## src/rtl/sbuf_pkg.sv

```systemverilog
// Shared request encoding for the store buffer.
// Assumes a 3-bit request code; codes 6 and 7 are unused.
package sbuf_pkg;
    typedef enum logic [2:0] {
        OP_LOAD  = 3'd0,
        OP_STORE = 3'd1,
        OP_F_RR  = 3'd2,
        OP_F_RW  = 3'd3,
        OP_F_WR  = 3'd4,
        OP_F_WW  = 3'd5
    } sb_op_e;
endpackage

```

## src/rtl/sb_slots.sv

```systemverilog
// Compacting store slot array: slot 0 is the oldest entry.
// Appends at the tail and removes any slot, shifting younger ones down.
// Gives youngest-match forwarding and picks the next slot to drain.
// Assumes the caller pushes only when not full and pops only a valid slot.
module sb_slots #(
    parameter int DEPTH = 8,
    parameter int AW    = 8,
    parameter int DW    = 16,
    localparam int IW   = $clog2(DEPTH),
    localparam int CW   = $clog2(DEPTH + 1)
) (
    input  logic          clk,
    input  logic          rst_n,
    input  logic          relaxed,
    input  logic          push,
    input  logic [AW-1:0] push_addr,
    input  logic [DW-1:0] push_data,
    input  logic          push_bar,
    input  logic          pop,
    input  logic [IW-1:0] pop_idx,
    input  logic [AW-1:0] look_addr,
    output logic [CW-1:0] cnt,
    output logic          hit,
    output logic [DW-1:0] hit_data,
    output logic          dr_ok,
    output logic [IW-1:0] dr_idx,
    output logic [AW-1:0] dr_addr,
    output logic [DW-1:0] dr_data
);
    logic [DEPTH-1:0] v_q, v_n, bar_q, bar_n, elig;
    logic [AW-1:0]    a_q [DEPTH];
    logic [AW-1:0]    a_n [DEPTH];
    logic [DW-1:0]    d_q [DEPTH];
    logic [DW-1:0]    d_n [DEPTH];
    logic [CW-1:0]    cnt_q, tail;
    logic             blk;

    function automatic int up1(input int i);
        return (i < DEPTH - 1) ? i + 1 : i;
    endfunction

    // Next slot contents: remove the popped slot, then append the pushed store.
    always_comb begin
        v_n = v_q; bar_n = bar_q; a_n = a_q; d_n = d_q;
        if (pop) begin
            for (int i = 0; i < DEPTH; i++) begin
                if (i >= int'(pop_idx)) begin
                    v_n[i]   = v_q[up1(i)];
                    bar_n[i] = bar_q[up1(i)];
                    a_n[i]   = a_q[up1(i)];
                    d_n[i]   = d_q[up1(i)];
                    if (i == DEPTH - 1) begin
                        v_n[i]   = 1'b0;
                        bar_n[i] = 1'b0;
                    end
                end
            end
        end
        tail = cnt_q - CW'(pop);
        if (push) begin
            for (int i = 0; i < DEPTH; i++) begin
                if (i == int'(tail)) begin
                    v_n[i]   = 1'b1;
                    bar_n[i] = push_bar;
                    a_n[i]   = push_addr;
                    d_n[i]   = push_data;
                end
            end
        end
    end

    // Valid, barrier and occupancy state.
    always_ff @(posedge clk) begin
        if (!rst_n) begin
            v_q   <= '0;
            bar_q <= '0;
            cnt_q <= '0;
        end else begin
            v_q   <= v_n;
            bar_q <= bar_n;
            cnt_q <= cnt_q - CW'(pop) + CW'(push);
        end
    end

    // Address and data payload, no reset needed.
    always_ff @(posedge clk) begin
        a_q <= a_n;
        d_q <= d_n;
    end

    // Forwarding lookup: the last match in age order is the youngest.
    always_comb begin
        hit      = 1'b0;
        hit_data = '0;
        for (int i = 0; i < DEPTH; i++) begin
            if (v_q[i] && a_q[i] == look_addr) begin
                hit      = 1'b1;
                hit_data = d_q[i];
            end
        end
    end

    // Drain choice: oldest slot when ordered, youngest free slot when relaxed.
    always_comb begin
        elig = '0;
        blk  = 1'b0;
        for (int i = 0; i < DEPTH; i++) begin
            blk = 1'b0;
            for (int j = 0; j < i; j++) begin
                if (v_q[j] && a_q[j] == a_q[i]) blk = 1'b1;
            end
            for (int j = 1; j <= i; j++) begin
                if (v_q[j] && bar_q[j]) blk = 1'b1;
            end
            elig[i] = v_q[i] && !blk;
        end
        dr_ok  = 1'b0;
        dr_idx = '0;
        if (!relaxed) begin
            dr_ok = v_q[0];
        end else begin
            for (int i = 0; i < DEPTH; i++) begin
                if (elig[i]) begin
                    dr_ok  = 1'b1;
                    dr_idx = IW'(i);
                end
            end
        end
    end

    assign cnt     = cnt_q;
    assign dr_addr = a_q[dr_idx];
    assign dr_data = d_q[dr_idx];
endmodule

```

## src/rtl/sb_port.sv

```systemverilog
// Single memory port sequencer: one access in flight, loads win arbitration.
// Latches the address and data at start and holds them until acknowledge.
// Assumes slot indices of the buffer stay fixed while a drain is in flight.
module sb_port #(
    parameter int DEPTH = 8,
    parameter int AW    = 8,
    parameter int DW    = 16,
    localparam int IW   = $clog2(DEPTH)
) (
    input  logic          clk,
    input  logic          rst_n,
    input  logic          ld_want,
    input  logic [AW-1:0] ld_addr,
    input  logic          dr_ok,
    input  logic [IW-1:0] dr_idx,
    input  logic [AW-1:0] dr_addr,
    input  logic [DW-1:0] dr_data,
    input  logic          mem_ack,
    output logic          mem_req,
    output logic          mem_we,
    output logic [AW-1:0] mem_addr,
    output logic [DW-1:0] mem_wdata,
    output logic          ld_done,
    output logic          pop,
    output logic [IW-1:0] pop_idx
);
    logic          busy_q, is_ld_q;
    logic [IW-1:0] slot_q;
    logic [AW-1:0] addr_q;
    logic [DW-1:0] wdata_q;

    // Start a load or a drain when free, release on acknowledge.
    always_ff @(posedge clk) begin
        if (!rst_n) begin
            busy_q  <= 1'b0;
            is_ld_q <= 1'b0;
            slot_q  <= '0;
            addr_q  <= '0;
            wdata_q <= '0;
        end else if (!busy_q) begin
            if (ld_want) begin
                busy_q  <= 1'b1;
                is_ld_q <= 1'b1;
                addr_q  <= ld_addr;
            end else if (dr_ok) begin
                busy_q  <= 1'b1;
                is_ld_q <= 1'b0;
                slot_q  <= dr_idx;
                addr_q  <= dr_addr;
                wdata_q <= dr_data;
            end
        end else if (mem_ack) begin
            busy_q <= 1'b0;
        end
    end

    assign mem_req   = busy_q;
    assign mem_we    = busy_q && !is_ld_q;
    assign mem_addr  = addr_q;
    assign mem_wdata = wdata_q;
    assign ld_done   = busy_q && is_ld_q && mem_ack;
    assign pop       = busy_q && !is_ld_q && mem_ack;
    assign pop_idx   = slot_q;
endmodule

```

## src/rtl/store_order_buffer.sv

```systemverilog
// Store buffer top: accepts one request per cycle and forwards loads from
// buffered stores. Misses go to memory. Stores drain in the background
// under the ordered or relaxed policy. Fences are applied at request
// accept, or as a barrier mark on the next stored entry.
// Assumes the memory keeps mem_rdata valid in the acknowledge cycle.
module store_order_buffer
    import sbuf_pkg::*;
#(
    parameter int DEPTH = 8,
    parameter int AW    = 8,
    parameter int DW    = 16,
    localparam int IW   = $clog2(DEPTH),
    localparam int CW   = $clog2(DEPTH + 1)
) (
    input  logic          clk,
    input  logic          rst_n,
    input  logic          relaxed,
    input  logic          req_valid,
    input  logic [2:0]    req_op,
    input  logic [AW-1:0] req_addr,
    input  logic [DW-1:0] req_wdata,
    output logic          req_ready,
    output logic          rsp_valid,
    output logic [DW-1:0] rsp_data,
    output logic          mem_req,
    output logic          mem_we,
    output logic [AW-1:0] mem_addr,
    output logic [DW-1:0] mem_wdata,
    input  logic          mem_ack,
    input  logic [DW-1:0] mem_rdata,
    output logic          idle
);
    logic [CW-1:0] cnt;
    logic          hit, dr_ok, ld_done, pop, push, accept;
    logic [DW-1:0] hit_data, dr_data;
    logic [IW-1:0] dr_idx, pop_idx;
    logic [AW-1:0] dr_addr, ld_addr_q;
    logic          ld_pend_q, bar_pend_q, empty, full;

    assign empty  = (cnt == '0);
    assign full   = (cnt == CW'(DEPTH));
    assign accept = req_valid && req_ready;
    assign push   = accept && req_op == OP_STORE;
    assign idle   = empty && !ld_pend_q;

    // Acceptance rules per request code.
    always_comb begin
        case (req_op)
            OP_LOAD:          req_ready = !ld_pend_q;
            OP_STORE:         req_ready = !full;
            OP_F_RR, OP_F_RW: req_ready = !ld_pend_q;
            OP_F_WR:          req_ready = idle;
            default:          req_ready = 1'b1;
        endcase
    end

    // Load tracking, response register and store-to-store barrier mark.
    always_ff @(posedge clk) begin
        if (!rst_n) begin
            ld_pend_q  <= 1'b0;
            ld_addr_q  <= '0;
            rsp_valid  <= 1'b0;
            rsp_data   <= '0;
            bar_pend_q <= 1'b0;
        end else begin
            rsp_valid <= 1'b0;
            if (accept && req_op == OP_LOAD) begin
                if (hit) begin
                    rsp_valid <= 1'b1;
                    rsp_data  <= hit_data;
                end else begin
                    ld_pend_q <= 1'b1;
                    ld_addr_q <= req_addr;
                end
            end
            if (ld_done) begin
                ld_pend_q <= 1'b0;
                rsp_valid <= 1'b1;
                rsp_data  <= mem_rdata;
            end
            if (accept && req_op == OP_F_WW && !empty) bar_pend_q <= 1'b1;
            else if (push) bar_pend_q <= 1'b0;
        end
    end

    sb_slots #(.DEPTH(DEPTH), .AW(AW), .DW(DW)) u_slots (
        .clk       (clk),
        .rst_n     (rst_n),
        .relaxed   (relaxed),
        .push      (push),
        .push_addr (req_addr),
        .push_data (req_wdata),
        .push_bar  (bar_pend_q),
        .pop       (pop),
        .pop_idx   (pop_idx),
        .look_addr (req_addr),
        .cnt       (cnt),
        .hit       (hit),
        .hit_data  (hit_data),
        .dr_ok     (dr_ok),
        .dr_idx    (dr_idx),
        .dr_addr   (dr_addr),
        .dr_data   (dr_data)
    );

    sb_port #(.DEPTH(DEPTH), .AW(AW), .DW(DW)) u_port (
        .clk       (clk),
        .rst_n     (rst_n),
        .ld_want   (ld_pend_q),
        .ld_addr   (ld_addr_q),
        .dr_ok     (dr_ok),
        .dr_idx    (dr_idx),
        .dr_addr   (dr_addr),
        .dr_data   (dr_data),
        .mem_ack   (mem_ack),
        .mem_req   (mem_req),
        .mem_we    (mem_we),
        .mem_addr  (mem_addr),
        .mem_wdata (mem_wdata),
        .ld_done   (ld_done),
        .pop       (pop),
        .pop_idx   (pop_idx)
    );
endmodule

```

## config.mk

```make
export PLATFORM = sky130hd
export DESIGN_NAME = store_order_buffer
export DESIGN_NICKNAME = d
export VERILOG_FILES = /design/src/rtl/sbuf_pkg.sv /design/src/rtl/sb_slots.sv /design/src/rtl/sb_port.sv /design/src/rtl/store_order_buffer.sv
export SDC_FILE = /design/constraint.sdc
export NUM_CORES = 1
export LEC_CHECK = 0
export BUFFER_PORTS_ARGS = -buffer_cell sky130_fd_sc_hd__buf_2
export CAP_MARGIN = 15
export CORE_ASPECT_RATIO = 0.75
export CORE_MARGIN = 4
export CORE_UTILIZATION = 50
export CTS_BUF_LIST = sky130_fd_sc_hd__clkbuf_8
export CTS_CLUSTER_SIZE = 25
export DETAILED_ROUTE_END_ITERATION = 6
export MAX_ROUTING_LAYER = met4
export PLACE_DENSITY = 0.66
export SYNTH_ARGS = -nofsm -noshare
export SYNTH_HDL_FRONTEND = slang
export SYNTH_SLANG_ARGS = --single-unit
```

## constraint.sdc

```tcl
create_clock -name clk -period 4.95 [get_ports clk]
set_input_delay 0.2475 -clock clk [delete_from_list [all_inputs] [get_ports clk]]
set_output_delay 0.2475 -clock clk [all_outputs]
set_load 0.01 [all_outputs]
```

==> flow_summary.yaml <==
synthesis:
  synth_cells: 2079
  syn_avg_cell_area_um2: 8.37
  netlist-cell-type-count: 73
  ys_seq_elements: 267
  ys.warnings.count: 0
  yosysMostFrequentCell: "dfxtp_1"
  synth_area_leaders: "dfxtp_1 (28%), mux2i_1 (14%), xor2_1 (9.7%)"
  synth_edf_count: 24
  synth_largest_area_cell: "dfxtp_1"
  synth-async-reset-ratio: 0
  synth_top_area_share: 0.280
  netlist_area_um2: 17400
  synth_nets: 2131
  ys_seq_area_frac: 0.321
  synthTopCellsByCount: "dfxtp_1 (243), mux2i_1 (236), nor2_1 (228)"
  synthFlopType: "dfxtp_1"
status:
  status: "completed"
floorplanning:
  coreArea_um2: 33900
  die_w_um: 223
  die_h_um: 170
  rows: 58
  die-area_um2: 37900
  num_io_pins: 93
  initial_utilization: 0.513
sta:
  final-hold-violation-count: 0
  period_minus_slack_ps: 4390
  tightestPinTransition_ps: 1120
  report.final.slew_viol_count: 0
  setup_viol_count_final: 0
  fin_crit_sh: 0.887
  skew_ps: 35.5
  tns_ps: 0
  rsz0062_at_grt: "no"
  hold-worst-slack_ps: 38.3
  slew_headroom: 0.253
  clock.fmax_mhz: 228
cells_and_area:
  nFillCells: 3106
  design_area_um2: 19000
  antenna_cells: 0
  final_core_util: 0.560
  area_growth_pct: 9.14
  fin_cells: 2556
  drive_gt1_frac: 0.135
  final_net_count: 2125
clock_network:
  cts_buffers: 46
  htree_levels: 2
  clkSlewWorstSetupHoldPaths_ps: 70
  hold_buffers: 3
  cts-resized-gates: 0
  cts_buffer_depth: 3
  cts.root.buffer_cell: "clkbuf_8"
  cts.sinks: 267
  cts_tree: "done"
  clock_latency_ps: 610
  post_cts_buffers: 0
setup_path:
  cp_data_arrival_time_ps: 4860
  reg2reg_slack_ps: 560
  endpoint_kind: "flop"
  path_class: "flop to flop"
  cp_max_fo: 24
  r2r_start: "u_slots.a_q[5]$_DFFE_PP_"
  critPathLaunch: "u_slots.a_q[5]$_DFFE_PP_"
  reg2regPathDepth: 10
  worstSetupStartpointType: "flop"
  critPathRequiredTime_ps: 5420
routing:
  drt_first_pass_iters: 6
  via_per_inst: 6.40
  drt_iter0_markers: 2541
  num_vias: 16400
  post-route-drc-count: 0
  wire_per_inst_um: 25.7
  postRouteWirelength_mm: 65.7
  ant_nets: 0
global_route:
  grt_pass1_wl_mm: 98.0
  overflow: 0
  antenna_found_initial: 0
  grt_max_degree: 52
  grt_pass1_vias: 14800
  grt_usage: 0.345
placed_design:
  globalplace.congestion: 1.08
  numPortBuffers: 92
  dp.cells: 2472
  dp_hpwl_mm: 46.3
  dpl_cell_area_um2: 18100
power:
  vdd_drop_max_mv: 0.336
  leakage_nw: 8.68
  pwr_density_cell_nw_per_um2: 420
hold_path:
  hold_class: "primary input to flop"
  min_from: "req_wdata[9]"
  holdPathStages: 3
run:
  max-cap-violations: 0
## registers in the layout, indices dropped and copies added, names as in the netlist, 3 cells and up
| register | count |
|---|---|
| ld_addr_q | 8 |
| rsp_data | 16 |
| u_port.mem_addr | 8 |
| u_port.mem_wdata | 16 |
| u_port.pop_idx | 3 |
| u_slots.a_q | 64 |
| u_slots.bar_q | 7 |
| u_slots.cnt | 4 |
| u_slots.d_q | 128 |
| u_slots.v_q | 8 |
## routing by layer
| layer | vias up | global-route usage | part of all wire |
|---|---|---|---|
| li1 | 7316 | - | - |
| met1 | 7755 | 0.544 | 0.46 |
| met5 | - | - | 0 |
| met4 | 0 | 0.0782 | 0.020 |
| met2 | 1169 | 0.417 | 0.36 |
| met3 | 116 | 0.105 | 0.16 |
## worst max-delay path: stages, from the launching register on
cell and delay (ps):
edfxtp_1 690, xor2_1 270, nor4_1 510, nand4_1 170, and4_1 280, and2_1 390, o21ai_4 870, buf_4 340
mux2i_1 250, mux2i_1 150, a211o_1 310
## layout make-up
class | instances | area [µm²] | share of cell area
Clock buffer | 51 | 702 | 0.0370
Clock inverter | 30 | 181 | 0.00956
Inverter | 35 | 131 | 0.00692
Multi-Input combinational cell | 1554 | 10800 | 0.567
Sequential cell | 267 | 5590 | 0.294
Tap cell | 450 | 563 | 0.0297
Timing Repair Buffer | 169 | 1060 | 0.0558
## kinds of logic (layout without fill, tap and decap cells)
group | count (synthesis) | after routing | synth area share
multiplexers | 270 | 270 | 0.158
XOR/XNOR | 293 | 293 | 0.148
buffers and inverters | 258 | 285 | 0.0634
AO/OA/AOI/OAI | 427 | 427 | 0.156
AND/OR/NAND/NOR | 560 | 560 | 0.151
flip-flops | 267 | 267 | 0.321
adder cells (fa/ha/maj) | 4 | 4 | 0.00288
## power breakdown
part | internal (mW) | switching, mW | leakage, nW
Clock | 1.05 | 0.962 | 0.514
Combinational | 1.15 | 1.10 | 5.98
Sequential | 2.62 | 1.10 | 2.18
Total | 4.82 | 3.16 | 8.68
## cells in the final DEF (no fill, tap or decap), types with 4 or more instances in the layout
master,instances
nor2_1,227
xor2_1,193
a21oi_1,160
clkbuf_8,51
and3_1,32
edfxtp_1,24
buf_4,73
a41oi_1,6
buf_2,92
a311o_1,7
inv_1,51
o21ai_0,84
nand3b_1,4
a221o_1,6
clkinv_1,6
xnor2_1,100
nand3_1,41
ha_1,4
mux2i_1,236
nand2_1,100
nand2b_1,5
a311oi_1,16
a211o_1,17
nor4_1,29
nor3_1,47
a32o_1,6
nand4_1,36
a31oi_1,19
o22ai_1,23
a211oi_1,25
o221ai_1,15
mux2_2,34
nor3_2,5
dfxtp_1,243
and2_1,8
o2bb2ai_1,17
## worst paths after layout
| path | end |
|---|---|
| hold / removal | u_slots.d_q[41]$_DFF_P_ |
| hold reg to reg | rsp_data[8]$_SDFFE_PN0P_ |
| setup / recovery | u_port.mem_wdata[5]$_SDFFE_PN0P_ |
| setup reg to reg | u_port.mem_wdata[5]$_SDFFE_PN0P_ |
## stage by stage
| stage | total power, mW | worst slack [ps] |
|---|---|---|
| floorplan | 5.03 | 2010 |
| global placement | 5.79 | 687 |
| detailed placement | 5.86 | 760 |
| CTS | 7.86 | 712 |
| global route | 8.33 | 417 |
| finish | 7.98 | 557 |
No activity file was read; power rests on OpenSTA's default activity.
